**config.mk**
```make
export PLATFORM = sky130hd
export DESIGN_NAME = can_bit_timing
export DESIGN_NICKNAME = d
export VERILOG_FILES = /design/src/rtl/can_bt_pkg.sv /design/src/rtl/can_bt_edge.sv /design/src/rtl/can_bt_prescaler.sv /design/src/rtl/can_bt_seq.sv /design/src/rtl/can_bit_timing.sv
export SDC_FILE = /design/constraint.sdc
export NUM_CORES = 1
export LEC_CHECK = 0
export BUFFER_PORTS_ARGS = -buffer_cell sky130_fd_sc_hd__buf_2
export CORE_ASPECT_RATIO = 0.8
export CORE_UTILIZATION = 66
export DETAILED_ROUTE_END_ITERATION = 12
export HOLD_SLACK_MARGIN = 0.08
export PLACE_DENSITY = 0.87
export SYNTH_ARGS = -nofsm -noshare
export SYNTH_HDL_FRONTEND = slang
export SYNTH_SLANG_ARGS = --single-unit
```
**constraint.sdc**
```tcl
create_clock -name clk -period 6.6 [get_ports clk]
set_input_delay 0.66 -clock clk [delete_from_list [all_inputs] [get_ports clk]]
set_output_delay 0.66 -clock clk [all_outputs]
set_load 0.01 [all_outputs]
```
**src/rtl/can_bt_pkg.sv**
```systemverilog
package can_bt_pkg;

    localparam int CBT_BRP_W = 8;
    localparam int CBT_SEG_W = 5;
    localparam int CBT_SJW_W = 3;

    // Classification of a detected falling edge
    typedef enum logic [1:0] {
        EDGE_NONE,
        EDGE_HARD,
        EDGE_LATE,
        EDGE_EARLY
    } edge_kind_e;

    // Span length after the interpretation mode has been applied
    function automatic int unsigned span_eff(input int unsigned raw, input logic plus1);
        return raw + {31'd0, plus1};
    endfunction

endpackage

```
**src/rtl/can_bt_edge.sv**
```systemverilog
module can_bt_edge (
    input  logic clk,
    input  logic rst,
    input  logic rx_in,
    output logic rx_s,
    output logic fall
);
    logic rx_p;

    always_ff @(posedge clk) begin
        if (rst) begin
            rx_s <= 1'b1;
            rx_p <= 1'b1;
        end else begin
            rx_s <= rx_in;
            rx_p <= rx_s;
        end
    end

    assign fall = rx_p & ~rx_s;
endmodule

```
**src/rtl/can_bt_prescaler.sv**
```systemverilog
module can_bt_prescaler #(
    parameter int BRP_W = 8
) (
    input  logic             clk,
    input  logic             rst,
    input  logic [BRP_W-1:0] brp,
    input  logic             restart,
    output logic             tick
);
    logic [BRP_W-1:0] cnt;

    assign tick = (cnt == brp);

    always_ff @(posedge clk) begin
        if (rst || restart) cnt <= '0;
        else if (tick)      cnt <= '0;
        else                cnt <= cnt + 1'b1;
    end
endmodule

```
**src/rtl/can_bt_seq.sv**
```systemverilog
module can_bt_seq
    import can_bt_pkg::*;
#(
    parameter int Q_W = 8
) (
    input  logic           clk,
    input  logic           rst,
    input  logic [Q_W-1:0] t1,
    input  logic [Q_W-1:0] t2,
    input  logic [Q_W-1:0] sjw,
    input  logic           tick,
    input  logic           fall,
    input  logic           rx_s,
    input  logic           bus_idle,
    output logic           restart,
    output logic           rx_bit,
    output logic           sample_stb,
    output logic           bit_stb
);
    typedef struct packed {
        logic [Q_W-1:0] l1;   // last quantum index of the first span
        logic [Q_W-1:0] l2;   // last quantum index of the bit
    } lim_t;

    logic [Q_W-1:0] q;
    logic           done;
    lim_t           lim, lim_nx, nom;
    edge_kind_e     kind;
    logic [Q_W-1:0] late_adj, early_err;

    always_comb begin
        nom.l1 = t1;
        nom.l2 = t1 + t2;
    end

    always_comb begin
        kind = EDGE_NONE;
        if (fall) begin
            if (bus_idle)                kind = EDGE_HARD;
            else if (!done && q != '0)   kind = (q <= lim.l1) ? EDGE_LATE : EDGE_EARLY;
        end
        late_adj  = (q < sjw) ? q : sjw;
        early_err = lim.l2 + Q_W'(1) - q;
        restart   = (kind == EDGE_HARD) || ((kind == EDGE_EARLY) && (early_err <= sjw));
        lim_nx    = lim;
        if (kind == EDGE_LATE) begin
            lim_nx.l1 = lim.l1 + late_adj;
            lim_nx.l2 = lim.l2 + late_adj;
        end else if (kind == EDGE_EARLY) begin
            lim_nx.l2 = lim.l2 - sjw;
        end
    end

    always_ff @(posedge clk) begin
        if (rst) begin
            q          <= '0;
            lim        <= nom;
            done       <= 1'b0;
            rx_bit     <= 1'b1;
            sample_stb <= 1'b0;
            bit_stb    <= 1'b0;
        end else begin
            sample_stb <= 1'b0;
            bit_stb    <= 1'b0;
            if (restart) begin
                q       <= '0;
                lim     <= nom;
                done    <= (kind == EDGE_HARD);
                bit_stb <= 1'b1;
            end else begin
                lim <= lim_nx;
                if (kind == EDGE_LATE || kind == EDGE_EARLY) done <= 1'b1;
                if (tick) begin
                    if (q == lim_nx.l2) begin
                        q       <= '0;
                        lim     <= nom;
                        done    <= 1'b0;
                        bit_stb <= 1'b1;
                    end else begin
                        q <= q + 1'b1;
                        if (q == lim_nx.l1) begin
                            sample_stb <= 1'b1;
                            rx_bit     <= rx_s;
                        end
                    end
                end
            end
        end
    end
endmodule

```
**src/rtl/can_bit_timing.sv**
```systemverilog
module can_bit_timing
    import can_bt_pkg::*;
#(
    parameter  int BRP_W = CBT_BRP_W,
    parameter  int SEG_W = CBT_SEG_W,
    parameter  int SJW_W = CBT_SJW_W,
    localparam int Q_W   = SEG_W + 3
) (
    input  logic             clk,
    input  logic             rst,
    input  logic [BRP_W-1:0] cfg_brp,
    input  logic [SEG_W-1:0] cfg_tseg1,
    input  logic [SEG_W-1:0] cfg_tseg2,
    input  logic [SJW_W-1:0] cfg_sjw,
    input  logic             cfg_plus1,
    input  logic             bus_idle,
    input  logic             rx_in,
    output logic             rx_bit,
    output logic             sample_stb,
    output logic             bit_stb,
    output logic [Q_W-1:0]   sp_quanta
);
    logic [Q_W-1:0] t1, t2, sjw_q;
    logic           rx_s, fall, tick, restart;

    assign t1        = Q_W'(span_eff(32'(cfg_tseg1), cfg_plus1));
    assign t2        = Q_W'(span_eff(32'(cfg_tseg2), cfg_plus1));
    assign sjw_q     = Q_W'(cfg_sjw);
    assign sp_quanta = t1 + Q_W'(1);

    can_bt_edge edge_i (
        .clk  (clk),
        .rst  (rst),
        .rx_in(rx_in),
        .rx_s (rx_s),
        .fall (fall)
    );

    can_bt_prescaler #(.BRP_W(BRP_W)) pre_i (
        .clk    (clk),
        .rst    (rst),
        .brp    (cfg_brp),
        .restart(restart),
        .tick   (tick)
    );

    can_bt_seq #(.Q_W(Q_W)) seq_i (
        .clk       (clk),
        .rst       (rst),
        .t1        (t1),
        .t2        (t2),
        .sjw       (sjw_q),
        .tick      (tick),
        .fall      (fall),
        .rx_s      (rx_s),
        .bus_idle  (bus_idle),
        .restart   (restart),
        .rx_bit    (rx_bit),
        .sample_stb(sample_stb),
        .bit_stb   (bit_stb)
    );
endmodule

```
==> qor.txt, run 1 <==
OUTCOME
--------------------------------------------------------------------------------
Run status                                                             completed

CRITICAL PATH
--------------------------------------------------------------------------------
Critical path required time                                              6790 ps
Slowest cell on the critical path                                        o21ai_4
Slowest Stage Delay on Critical Path                                      710 ps
Startpoint Class                                                            flop
Largest fanout on the critical path                                           24
R2r startpoint                                                      seq_i.q[1]$_SDFFE_PP0N_
Sequence of cells on the critical path                              ha_1 -> a21boi_0 -> o21ai_0 -> nand4b_1 -> nand2_1 -> o21ai_0 -> ha_1 -> fa_1 -> a21oi_1 -> nor3b_1 -> xnor3_1 -> o21ai_0 -> a211o_1 -> a221oi_1 -> nand4_2 -> o21ai_4 -> mux2_2
Family with the most delay on the worst path                        compound AO/OA/AOI/OAI gates
Type of the worst setup path                                        flop to flop
Buf/Inv on CP                                                                  0
Most numerous cell on the critical path                                  o21ai_0
Signal arrival time at the worst endpoint                                5470 ps
Worst setup path start                                              seq_i.q[1]$_SDFFE_PP0N_
Kind of capture point of the worst setup path                               flop

STA
--------------------------------------------------------------------------------
Final cycle utilization of the critical path                               80.0%
Maximum clock frequency                                                0.189 GHz
Measured slew at the worst slew-check pin                                 894 ps
Post-route setup TNS                                                        0 ps
Max Slew Vio Count                                                             0
Relative max-transition margin                                             39.9%
Final hold vios                                                                0
Unrepaired setup endpoints after global routing                            false
WHS                                                                       510 ps
Minimum period implied by the final worst setup slack                    5280 ps
Final Setup Violations                                                         0
Clock Skews                                                              10.6 ps

SYNTH
--------------------------------------------------------------------------------
Share of the synthesized area in the top cell type                         18.9%
Cell types with the largest area share after synthesis              dfxtp_1 (19%), ha_1 (15%), xnor2_1 (8.3%)
Number of synthesized flops with an enable pin                                 0
Share of synthesized flip-flops with an asynchronous set or reset             0%
Most common library cells after synthesis                           ha_1 (48), nor2_1 (45), dfxtp_1 (38), xnor2_1 (38), inv_1 (30)
Most area-hungry cell type in the Yosys netlist                          dfxtp_1
Gate count of the mapped netlist                                             470
Average instance area after synthesis                                   8.55 um2
Distinct cell type count after synthesis                                      75
Count of yosys warnings during synthesis                                       0
Cell area after synthesis                                               4020 um2
Yosys reg bits                                                                38
Top flip-flop cell by instance count after synthesis                     dfxtp_1
Post-synthesis sequential area ratio                                       18.9%
Most instantiated library cell after synthesis                              ha_1

DRT
--------------------------------------------------------------------------------
Routed WL                                                                10.8 mm
Routed len/inst                                                          18.6 um
Iteration-0 DRC Markers                                                      449
Detailed Routing Iterations Pass 1                                             5
Total via count after detailed routing                                      3780
Routed via count divided by cell count                                      6.48
ANT nets after route                                                           0
Remaining design rule violation count                                          0

PWR
--------------------------------------------------------------------------------
Worst VDD drop                                                        0.000138 V
Leakage component of the power                                           1.87 nW
Total power after layout                                                  872 uW
Pwr/cell area                                                         203 nW/um2

CTS
--------------------------------------------------------------------------------
Master cell of the clock root buffer                                    clkbuf_8
Clock transition at path regs                                              80 ps
CTS tree                                                                    done
TritonCTS sink count                                                          38
Number of cells upsized or downsized after cts                                 0
Clock buffer count from CTS                                                    5
Number of buffers inserted by hold repair at cts                               0
Insertion delay of the later-clocked pin in the worst-skew pair           310 ps
H-Tree Depth                                                                   2
CTS max path bufs                                                              2
Post-CTS setup buffers                                                         0

GRT
--------------------------------------------------------------------------------
Number of global-route vias before repair                                   3456
First-pass GRT wire length                                               16.9 mm
Global routing usage summed across all routing layers                      35.4%
Overall overflow remaining after global route                                  0
Largest net degree at the start of global routing                             25
Number of antenna violations at the first check in global routing              0

HOLD PATH
--------------------------------------------------------------------------------
Type of the tightest min-delay check                                flop to flop
Worst Min Path Start                                                edge_i.rx_s$_SDFF_PP1_

CELLS AND AREA
--------------------------------------------------------------------------------
Fillers                                                                      474
Nets                                                                         580
Share of post-route cells with drive strength above 1                      13.9%
Layout-stage area growth over the synthesis result                         6.91%
Diodes inserted                                                                0

FLOORPLAN
--------------------------------------------------------------------------------
Placeable Area                                                          5880 um2
Starting Density                                                           68.3%
Die footprint                                                           6410 um2
I/O Pins                                                                      37
Die X-Extent                                                             89.2 um
Number of standard-cell rows in the floorplan                                 25
Die outline height                                                       71.8 um

PLACED DESIGN
--------------------------------------------------------------------------------
Port buffer count                                                             34
RePlAce Congestion                                                          1.00
Estimated wirelength of the detail-placed design                         8.40 mm

RUN
--------------------------------------------------------------------------------
Max-cap check violation count                                                  0

[routing by layer]
layer | GRT usage [%] | up-vias | share of wire [%]
met1 | 48.2 | 1749 | 43
met4 | 13.9 | 0 | 2.8
li1 | - | 1763 | -
met5 | 4.13 | - | 0
met3 | 7.49 | 39 | 9.7
met2 | 54.1 | 229 | 45
[worst register-to-register path, delay by kind of cell, from the launching register on]
kind	cells	cell delay, ps
AO/OA/AOI/OAI	8	2170
flip-flops	1	600
adder cells (fa/ha/maj)	3	980
XOR/XNOR	1	220
AND/OR/NAND/NOR	4	760
multiplexers	1	420
[flip-flops by register name (all words and copies together) (netlist names)]
signal,flops
seq_i.lim,16
pre_i.cnt,8
seq_i.q,8
edge_i.rx_p,1
edge_i.rx_s,1
seq_i.bit_stb,1
seq_i.done,1
seq_i.rx_bit,1
seq_i.sample_stb,1
[cells in the final DEF (no fill, tap or decap), types with 3 or more instances in the layout]
master / netlist / layout
buf_2: 4 / 34
inv_1: 30 / 30
mux2_2: 7 / 7
o221ai_1: 4 / 4
o22ai_1: 5 / 5
o21bai_1: 3 / 3
nand2b_1: 3 / 3
nor2_1: 45 / 45
and3_1: 4 / 4
xor2_1: 24 / 24
mux2i_1: 10 / 10
dfxtp_1: 38 / 38
a211oi_1: 4 / 4
clkbuf_8: 0 / 6
nand4_1: 11 / 11
nand2_1: 20 / 20
xnor3_1: 3 / 3
a211o_1: 3 / 3
nor2b_1: 6 / 6
conb_1: 1 / 5
nor3_1: 10 / 10
o21ai_0: 17 / 17
fa_1: 5 / 5
nand3_1: 15 / 15
a21oi_1: 24 / 24
or2_2: 4 / 4
a221oi_1: 4 / 4
nor4_1: 3 / 3
o211ai_1: 6 / 6
xnor2_1: 38 / 38
a21o_1: 7 / 7
ha_1: 48 / 48
[path summary, 6_finish.rpt]
| kind | to | slack, ps | depth (start not counted) |
|---|---|---|---|
| worst min register to register | edge_i.rx_p$_SDFF_PP1_ | 510 | 2 |
| worst min-delay path | edge_i.rx_p$_SDFF_PP1_ | 510 | 2 |
| worst max register to register | seq_i.lim[3]$_DFF_P_ | 1320 | 17 |
| worst max-delay path | seq_i.lim[3]$_DFF_P_ | 1320 | 17 |
[cell families after synthesis]
family                   Yosys count  share of synthesized area (%)
AO/OA/AOI/OAI                    111                           20.0
other                              1                         0.0933
buffers and inverters             47                           5.76
XOR/XNOR                          65                           15.2
multiplexers                      19                           5.11
flip-flops                        38                           18.9
adder cells (fa/ha/maj)           53                           17.4
AND/OR/NAND/NOR                  136                           17.5
[area by class of cell]
class	instances	area, um2	area share (%)
tap	81	101	2.36
inverter	32	120	2.80
clock inverter	2	12.5	0.291
sequential	38	761	17.7
multi-input combinational	389	3040	70.8
clock buffer	6	82.6	1.92
timing repair buffer	35	178	4.14
[through the flow]
step / setup slack [ps] / util (%) / instance area (um2) / std cells
CTS: 1410 / 73.0 / 4300 / 583
floorplan: 2100 / - / 4030 / 474
finish: 1320 / 73.0 / 4300 / 583
global route: 1050 / 73.0 / 4300 / 583
detailed placement: 1140 / 71.4 / 4200 / 575
global placement: 1400 / 71.4 / 4200 / 575
[power by group]
group / switching, mW / internal [mW] / leakage, nW
Combinational: 0.221 / 0.186 / 1.51
Sequential: 0.0428 / 0.248 / 0.312
Clock: 0.0899 / 0.0840 / 0.0472
(Power assumes the default switching activity.)
==> run 2, diff against run 1 <==
--- a/config.mk
+++ b/config.mk
@@ -7,10 +7,10 @@
 export LEC_CHECK = 0
 export BUFFER_PORTS_ARGS = -buffer_cell sky130_fd_sc_hd__buf_2
 export CORE_ASPECT_RATIO = 0.8
-export CORE_UTILIZATION = 66
+export CORE_UTILIZATION = 61
 export DETAILED_ROUTE_END_ITERATION = 12
 export HOLD_SLACK_MARGIN = 0.08
-export PLACE_DENSITY = 0.87
+export PLACE_DENSITY = 0.82
 export SYNTH_ARGS = -nofsm -noshare
 export SYNTH_HDL_FRONTEND = slang
 export SYNTH_SLANG_ARGS = --single-unit
==> constraint.sdc (replaced) <==
create_clock -name clk -period 5.22 [get_ports clk]
set_input_delay 0.522 -clock clk [delete_from_list [all_inputs] [get_ports clk]]
set_output_delay 0.522 -clock clk [all_outputs]
set_load 0.01 [all_outputs]
==> run 2 against run 1 <==
Sequential power rose by 27%. Hold slack worse by 110 ps. Clock power is 26% higher. Die area up 8.0%. Combinational power increased by 25%. Largest cell class unchanged. Total power grew 26%. Global-route usage is 3.3 points lower. Count of clock-buffer cells in the layout did not move.
==> qor.txt, run 2 (synthesis results as in run 1) <==
OUTCOME
--------------------------------------------------------------------------------
Run status                                                             completed

CTS
--------------------------------------------------------------------------------
Clock transition at path regs                                              80 ps   about the same
Number of cells upsized or downsized after cts                                 0   unchanged
CTS max path bufs                                                              2   unchanged
Post-CTS setup buffers                                                         0   unchanged
CTS tree                                                                    done
Master cell of the clock root buffer                                    clkbuf_8
TritonCTS sink count                                                          38   unchanged
Clock buffer count from CTS                                                    5   unchanged
H-Tree Depth                                                                   2   unchanged
Insertion delay of the later-clocked pin in the worst-skew pair           300 ps   about the same
Number of buffers inserted by hold repair at cts                               0   unchanged

DRT
--------------------------------------------------------------------------------
Detailed Routing Iterations Pass 1                                             5   unchanged
Remaining design rule violation count                                          0   unchanged
ANT nets after route                                                           0   unchanged
Iteration-0 DRC Markers                                                      359   -20%
Total via count after detailed routing                                      3760   -0.53%
Routed len/inst                                                          18.1 um   -2.6%
Routed via count divided by cell count                                      6.33   -2.4%
Routed WL                                                                10.7 mm   -0.74%

GRT
--------------------------------------------------------------------------------
Number of antenna violations at the first check in global routing              1   +1
Global routing usage summed across all routing layers                      32.1%   -3.3 points
First-pass GRT wire length                                               17.0 mm   +0.28%
Number of global-route vias before repair                                   3420   -1.0%
Largest net degree at the start of global routing                             17   -32%
Overall overflow remaining after global route                                  0   unchanged

CELLS AND AREA
--------------------------------------------------------------------------------
Nets                                                                         588   +1.4%
Share of post-route cells with drive strength above 1                      15.3%   +1.3 points
Diodes inserted                                                                0   unchanged
Non-Filler Cell Area, Final                                             4360 um2   +1.5%
Layout-stage area growth over the synthesis result                         8.50%
Number of flip-flops under the largest register name                          16   unchanged
Post-layout utilization of the core                                        68.4%   -4.7 points
Most common cell after layout, fill and taps aside                          ha_1
Fillers                                                                      558   +18%
Commonest cells after routing, fill and taps aside                  ha_1 (48), nor2_1 (45), xnor2_1 (38), dfxtp_1 (38), buf_2 (34)
Leading registers by flop count                                     seq_i.lim x16, pre_i.cnt x8, seq_i.q x8
Largest Register                                                       seq_i.lim

STA
--------------------------------------------------------------------------------
Maximum clock frequency                                                0.206 GHz
Minimum period implied by the final worst setup slack                    4860 ps
WHS                                                                       402 ps   -108 ps
Final cycle utilization of the critical path                               93.1%
Final hold vios                                                                0   unchanged
Max Slew Vio Count                                                             0   unchanged
Unrepaired setup endpoints after global routing                            false
Measured slew at the worst slew-check pin                                 843 ps   -51.3 ps
Clock Skews                                                              4.30 ps   -6.26 ps
Post-route setup TNS                                                        0 ps   unchanged
Final Setup Violations                                                         0   unchanged
Relative max-transition margin                                             43.4%   +3.6 points

FLOORPLAN
--------------------------------------------------------------------------------
Die outline height                                                       74.6 um   +3.9%
I/O Pins                                                                      37   unchanged
Die footprint                                                           6920 um2   +8.0%
Number of standard-cell rows in the floorplan                                 26   +4.0%
Placeable Area                                                          6380 um2   +8.4%
Starting Density                                                           63.0%   -5.3 points
Die X-Extent                                                             92.7 um   +3.9%

CRITICAL PATH
--------------------------------------------------------------------------------
Startpoint Class                                                       input pin
Signal arrival time at the worst endpoint                                5090 ps   -380 ps
Type of the worst setup path                                        input pin to flop
Largest fanout on the critical path                                           15   -38%
Critical path required time                                              5450 ps   -1340 ps
Kind of capture point of the worst setup path                               flop
R2r startpoint                                                      seq_i.q[1]$_SDFFE_PP0N_
Worst setup path start                                                cfg_sjw[1]

PWR
--------------------------------------------------------------------------------
Worst VDD drop                                                        0.000168 V   +22%
Cell-internal power                                                       654 uW   +26%
Sw Ratio                                                                   40.6%   about the same
Pwr/cell area                                                         252 nW/um2   +24%
Leakage component of the power                                           1.91 nW   +2.2%
Combinational cell fraction of total power                                 46.3%   -0.4 points
Flop pwr share                                                             33.7%   +0.3 points
Clock Power Share                                                          20.0%   about the same
P_sw                                                                      446 uW   +26%

PLACED DESIGN
--------------------------------------------------------------------------------
Port buffer count                                                             34   unchanged
Placed cell areas                                                       4260 um2   +1.5%
RePlAce Congestion                                                         0.956   -4.7%
Estimated wirelength of the detail-placed design                         8.56 mm   +2.0%

HOLD PATH
--------------------------------------------------------------------------------
Worst Min Path Start                                                       rx_in
Type of the tightest min-delay check                                input pin to flop

RUN
--------------------------------------------------------------------------------
Max-cap check violation count                                                  0   unchanged

-- run 2: changes by cell type in the layout (fill, tap and decap cells not counted) --
| cell | before | now |
|---|---|---|
| buf_4 | 1 | 9 |
-- run 2: worst max-delay path: stages --
cell and delay, ps:
buf_2 120, inv_1 150, ha_1 250, a21boi_0 110, o21ai_0 190, nand4b_1 230, o21ai_0 350, ha_1 250
fa_1 230, a21oi_1 120, nor3b_1 410, xnor3_1 200, o21ai_0 80, a211o_1 300, a221oi_1 320, nand4_2 270
o21ai_4 470, buf_4 290, mux2i_1 200
-- run 2: final timing paths --
check	slack [ps]	endpoint	depth (start not counted)
hold / removal	400	edge_i.rx_s$_SDFF_PP1_	2
hold reg to reg	500	edge_i.rx_p$_SDFF_PP1_	2
setup / recovery	360	seq_i.lim[6]$_DFF_P_	19
setup reg to reg	520	seq_i.lim[6]$_DFF_P_	17
-- run 2: final cells by class --
| class | instances | area (um2) | share of cell area, % |
|---|---|---|---|
| Multi-Input combinational cell | 389 | 3040 | 69.7 |
| Clock buffer | 6 | 82.6 | 1.89 |
| Clock inverter | 2 | 12.5 | 0.287 |
| Sequential cell | 38 | 761 | 17.5 |
| Inverter | 32 | 120 | 2.76 |
| Timing Repair Buffer | 43 | 238 | 5.45 |
| Tap cell | 84 | 105 | 2.41 |
-- run 2: power groups by stage --
stage / clock network, mW / registers (mW) / logic [mW]
after global routing: 0.231 / 0.374 / 0.569
after floorplan: 0 / 0.342 / 0.404
after global placement: 0 / 0.373 / 0.478
final: 0.220 / 0.370 / 0.509
after detailed placement: 0 / 0.373 / 0.496
after CTS: 0.220 / 0.367 / 0.502
-- run 2: layer usage --
metal / vias up / GRT usage [%] / wire length, um
li1: 1783 / - / -
met1: 1749 / 42.5 / 4690
met2: 186 / 50.0 / 4570
met3: 40 / 9.41 / 1100
met4: 2 / 12.3 / 372
met5: - / 0 / 12
-- run 2: stage by stage --
| stage | setup slack [ps] | total power, mW | std cells |
|---|---|---|---|
| 6_report | 360 | 1.10 | 594 |
| 5_1_grt | 36.4 | 1.17 | 594 |
| 4_1_cts | 415 | 1.09 | 594 |
| 3_5_place_dp | 124 | 0.870 | 586 |
| 3_3_place_gp | 366 | 0.851 | 586 |
| 2_1_floorplan | 863 | 0.746 | 474 |
==> run 3, diff against run 2 <==
--- a/config.mk
+++ b/config.mk
@@ -5,8 +5,10 @@
 export SDC_FILE = /design/constraint.sdc
 export NUM_CORES = 1
 export LEC_CHECK = 0
+export ABC_AREA = 1
 export BUFFER_PORTS_ARGS = -buffer_cell sky130_fd_sc_hd__buf_2
 export CORE_ASPECT_RATIO = 0.8
+export CORE_MARGIN = 1
 export CORE_UTILIZATION = 61
 export DETAILED_ROUTE_END_ITERATION = 12
 export HOLD_SLACK_MARGIN = 0.08
==> constraint.sdc (replaced) <==
create_clock -name clk -period 5.22 [get_ports clk]
set_input_delay 0.522 -clock clk [delete_from_list [all_inputs] [get_ports clk]]
set_output_delay 0.522 -clock clk [all_outputs]
set_load 0.1 [all_outputs]
==> run 3 against run 2 <==
Maximum frequency grew 20%. Sequential cell count is the same. Highest routed layer is now met4. Global-route usage is essentially flat. Critical endpoint is now seq_i.rx_bit$_SDFFE_PP1P_. Hold slack lost 10 ps. Non-clock buffer count shrank 9. Largest cell class unchanged. Utilization grew 2.4 points. Clock skew grew 10 ps. Final area shrank 1.0%. First-iteration DRC count shrank 21%.
==> qor.txt, run 3 <==
OUTCOME
-----------------------------------------------------------------------------------
Run status                                                                completed

SYNTH
-----------------------------------------------------------------------------------
Gate count of the mapped netlist                                                584   +24%
Average instance area after synthesis                                      6.83 um2   -20%
Most area-hungry cell type in the Yosys netlist                             dfxtp_1
Post-synthesis sequential area ratio                                          19.1%   +0.14 points
Top flip-flop cell by instance count after synthesis                        dfxtp_1
Cell types with the largest area share after synthesis                 dfxtp_1 (19%), ha_1 (15%), nand2_1 (14%)
Most instantiated library cell after synthesis                              nand2_1
Distinct cell type count after synthesis                                         41   -45%
Yosys reg bits                                                                   38   unchanged
Most common library cells after synthesis                              nand2_1 (148), inv_1 (83), nand3_1 (54)
Cell area after synthesis                                                  3990 um2   -0.72%
Share of synthesized flip-flops with an asynchronous set or reset                0%   unchanged
Count of yosys warnings during synthesis                                          0   unchanged
Share of the synthesized area in the top cell type                            19.1%   +0.14 points
Number of synthesized flops with an enable pin                                    0   unchanged

CRITICAL PATH
-----------------------------------------------------------------------------------
Most numerous cell on the critical path                                     o21ai_0
Sequence of cells on the critical path                                 ha_1 -> a21boi_0 -> o21ai_0 -> nand2_1 -> o21ai_0 -> inv_1 -> fa_1 -> o21ai_0 -> a31oi_1 -> xor2_1 -> nand2_1 -> o21ai_0 -> xor2_1 -> nor2_1 -> nand3_1 -> nand2_1 -> nand3_1
Worst reg-to-reg path cell count                                                 17   unchanged
Critical path required time                                                 5420 ps   -30 ps
Largest fanout on the critical path                                               8   -7
Slowest Stage Delay on Critical Path                                         530 ps   +60 ps
Worst setup path start                                                 seq_i.q[1]$_SDFFE_PP0N_
Slowest cell on the critical path                                           dfxtp_1
Startpoint Class                                                               flop
Kind of capture point of the worst setup path                                  flop
R2r startpoint                                                         seq_i.q[1]$_SDFFE_PP0N_
Type of the worst setup path                                           flop to flop
Capture instance of the worst register-to-register path                seq_i.rx_bit$_SDFFE_PP1P_
R2r setup slk                                                               1150 ps   +630 ps
Signal arrival time at the worst endpoint                                   4270 ps   -820 ps

PWR
-----------------------------------------------------------------------------------
Flop pwr share                                                                28.3%   -5.4 points
Clock Power Share                                                             26.4%   +6.4 points
Pwr/cell area                                                            276 nW/um2   +9.4%
Cell-internal power                                                          696 uW   +6.5%
Total power after layout                                                    1.19 mW   +8.3%
Leakage component of the power                                              2.24 nW   +17%
P_sw                                                                         495 uW   +11%
Worst VDD drop                                                           0.000151 V   -10%
Combinational cell fraction of total power                                    45.3%   -1.0 points
Sw Ratio                                                                      41.6%   +0.97 points

CTS
-----------------------------------------------------------------------------------
CTS max path bufs                                                                 2   unchanged
H-Tree Depth                                                                      2   unchanged
TritonCTS sink count                                                             38   unchanged
Master cell of the clock root buffer                                       clkbuf_8
Clock transition at path regs                                                 90 ps   about the same
Number of buffers inserted by hold repair at cts                                  0   unchanged
Insertion delay of the later-clocked pin in the worst-skew pair              310 ps   about the same
CTS tree                                                                       done
Post-CTS setup buffers                                                            0   unchanged
Clock buffer count from CTS                                                       5   unchanged
Number of cells upsized or downsized after cts                                    0   unchanged

FLOORPLAN
-----------------------------------------------------------------------------------
Starting Density                                                              65.4%   +2.4 points
I/O Pins                                                                         37   unchanged
Die outline height                                                          74.3 um   -0.35%
Number of standard-cell rows in the floorplan                                    25   -3.8%
Placeable Area                                                             6100 um2   -4.3%
Die X-Extent                                                                92.4 um   -0.35%
Die footprint                                                              6870 um2   -0.70%

CELLS AND AREA
-----------------------------------------------------------------------------------
Most common cell after layout, fill and taps aside                          nand2_1
Commonest cells after routing, fill and taps aside                     nand2_1 (148), inv_1 (83), nand3_1 (54)
Diodes inserted                                                                   0   unchanged
Number of flip-flops under the largest register name                             16   unchanged
Layout-stage area growth over the synthesis result                            8.19%
Share of post-route cells with drive strength above 1                         13.4%   -1.9 points
Count of placed standard cells in the final layout, fillers left out            701   +18%
Leading registers by flop count                                        seq_i.lim x16, pre_i.cnt x8, seq_i.q x8
Largest Register                                                          seq_i.lim
Nets                                                                            698   +19%

DRT
-----------------------------------------------------------------------------------
Total via count after detailed routing                                         3944   +4.9%
Detailed Routing Iterations Pass 1                                                5   unchanged
Routed len/inst                                                             14.4 um   -20%
Routed via count divided by cell count                                         5.63   -11%
Remaining design rule violation count                                             0   unchanged
ANT nets after route                                                              0   unchanged
Routed WL                                                                   10.1 mm   -5.8%
Iteration-0 DRC Markers                                                         284   -21%

HOLD PATH
-----------------------------------------------------------------------------------
Number of cells traversed by the worst hold path                                  2   unchanged
Worst Min Path Start                                                          rx_in
Worst Hold Path EP                                                     edge_i.rx_s$_SDFF_PP1_
Type of the tightest min-delay check                                   input pin to flop

STA
-----------------------------------------------------------------------------------
Unrepaired setup endpoints after global routing                               false
WHS                                                                          392 ps   -10.4 ps
Relative max-transition margin                                                63.5%   +20 points
Maximum clock frequency                                                   0.246 GHz   +20%
Measured slew at the worst slew-check pin                                    542 ps   -301 ps
Minimum period implied by the final worst setup slack                       4070 ps   -793 ps
Final hold vios                                                                   0   unchanged
Max Slew Vio Count                                                                0   unchanged
Post-route setup TNS                                                           0 ps   unchanged
Final Setup Violations                                                            0   unchanged
Clock Skews                                                                 14.7 ps   +10.4 ps
Final cycle utilization of the critical path                                  77.9%   -15 points
Final setup slack of the worst path                                         1150 ps   +793 ps

GRT
-----------------------------------------------------------------------------------
Number of global-route vias before repair                                      3649   +6.7%
Global routing usage summed across all routing layers                         32.1%   about the same
Largest net degree at the start of global routing                                34   +17
Number of antenna violations at the first check in global routing                 0   -1
First-pass GRT wire length                                                  17.0 mm   about the same
Overall overflow remaining after global route                                     0   unchanged

PLACED DESIGN
-----------------------------------------------------------------------------------
Placed Cells incl. Taps                                                         693   +18%
Port buffer count                                                                34   unchanged
RePlAce Congestion                                                            0.945   -1.2%
Minimum setup slack after placement                                          968 ps   +845 ps
Estimated wirelength of the detail-placed design                            8.05 mm   -6.1%

RUN
-----------------------------------------------------------------------------------
Max-cap check violation count                                                     0   unchanged

==> run 3: logic make-up after synthesis <==
| family | Yosys count | share of synthesized area [%] |
|---|---|---|
| compound gates | 55 | 8.50 |
| xor+xnor | 36 | 7.90 |
| fa+ha+maj | 53 | 17.6 |
| buf+inv | 96 | 10.6 |
| flops | 38 | 19.1 |
| other cells | 1 | 0.0940 |
| simple gates | 305 | 36.3 |
==> run 3: metrics by stage <==
stage,cell area [um2],utilization [%]
floorplan,4000,-
CTS,4320,70.7
global route,4320,70.7
detailed placement,4180,68.5
global placement,4180,68.5
finish,4320,70.7
==> run 3: area by class of cell <==
| class | instances | area [um2] |
|---|---|---|
| multi-input combinational | 454 | 2820 |
| clock buffer | 5 | 68.8 |
| fill | 541 | 1780 |
| tap | 81 | 101 |
| clock inverter | 3 | 68.8 |
| sequential | 38 | 761 |
| inverter | 86 | 325 |
| timing repair buffer | 34 | 170 |
==> run 3: worst max path at each step <==
stage	endpoint	slack, ps	depth (start not counted)
floorplan	sp_quanta[5]	1150	5
global placement	seq_i.rx_bit$_SDFFE_PP1P_	1200	19
detailed placement	seq_i.rx_bit$_SDFFE_PP1P_	970	19
CTS	seq_i.rx_bit$_SDFFE_PP1P_	1210	17
global route	seq_i.rx_bit$_SDFFE_PP1P_	700	19
finish	seq_i.rx_bit$_SDFFE_PP1P_	1150	17
==> run 3: power by group through the flow <==
stage	combinational, mW	sequential (mW)	clock, mW
after floorplan	0.430	0.337	0
after global placement	0.515	0.342	0
after detailed placement	0.530	0.342	0
after CTS	0.536	0.336	0.315
after global routing	0.606	0.339	0.325
final	0.540	0.337	0.315
==> run 3: per-layer routing <==
metal  wire length (um)  global-route usage (%)
met2               4580                    54.6
met3                781                    5.42
met5                  0                       0
met4                210                    11.1
met1               4550                    41.9
==> run 3: worst max-delay path, delay by kind of cell, from the launching register on <==
kind	cells	cell delay, ps
buffers and inverters	1	130
flip-flops	1	530
XOR/XNOR	2	340
AO/OA/AOI/OAI	6	1500
AND/OR/NAND/NOR	6	720
adder cells (fa/ha/maj)	2	740
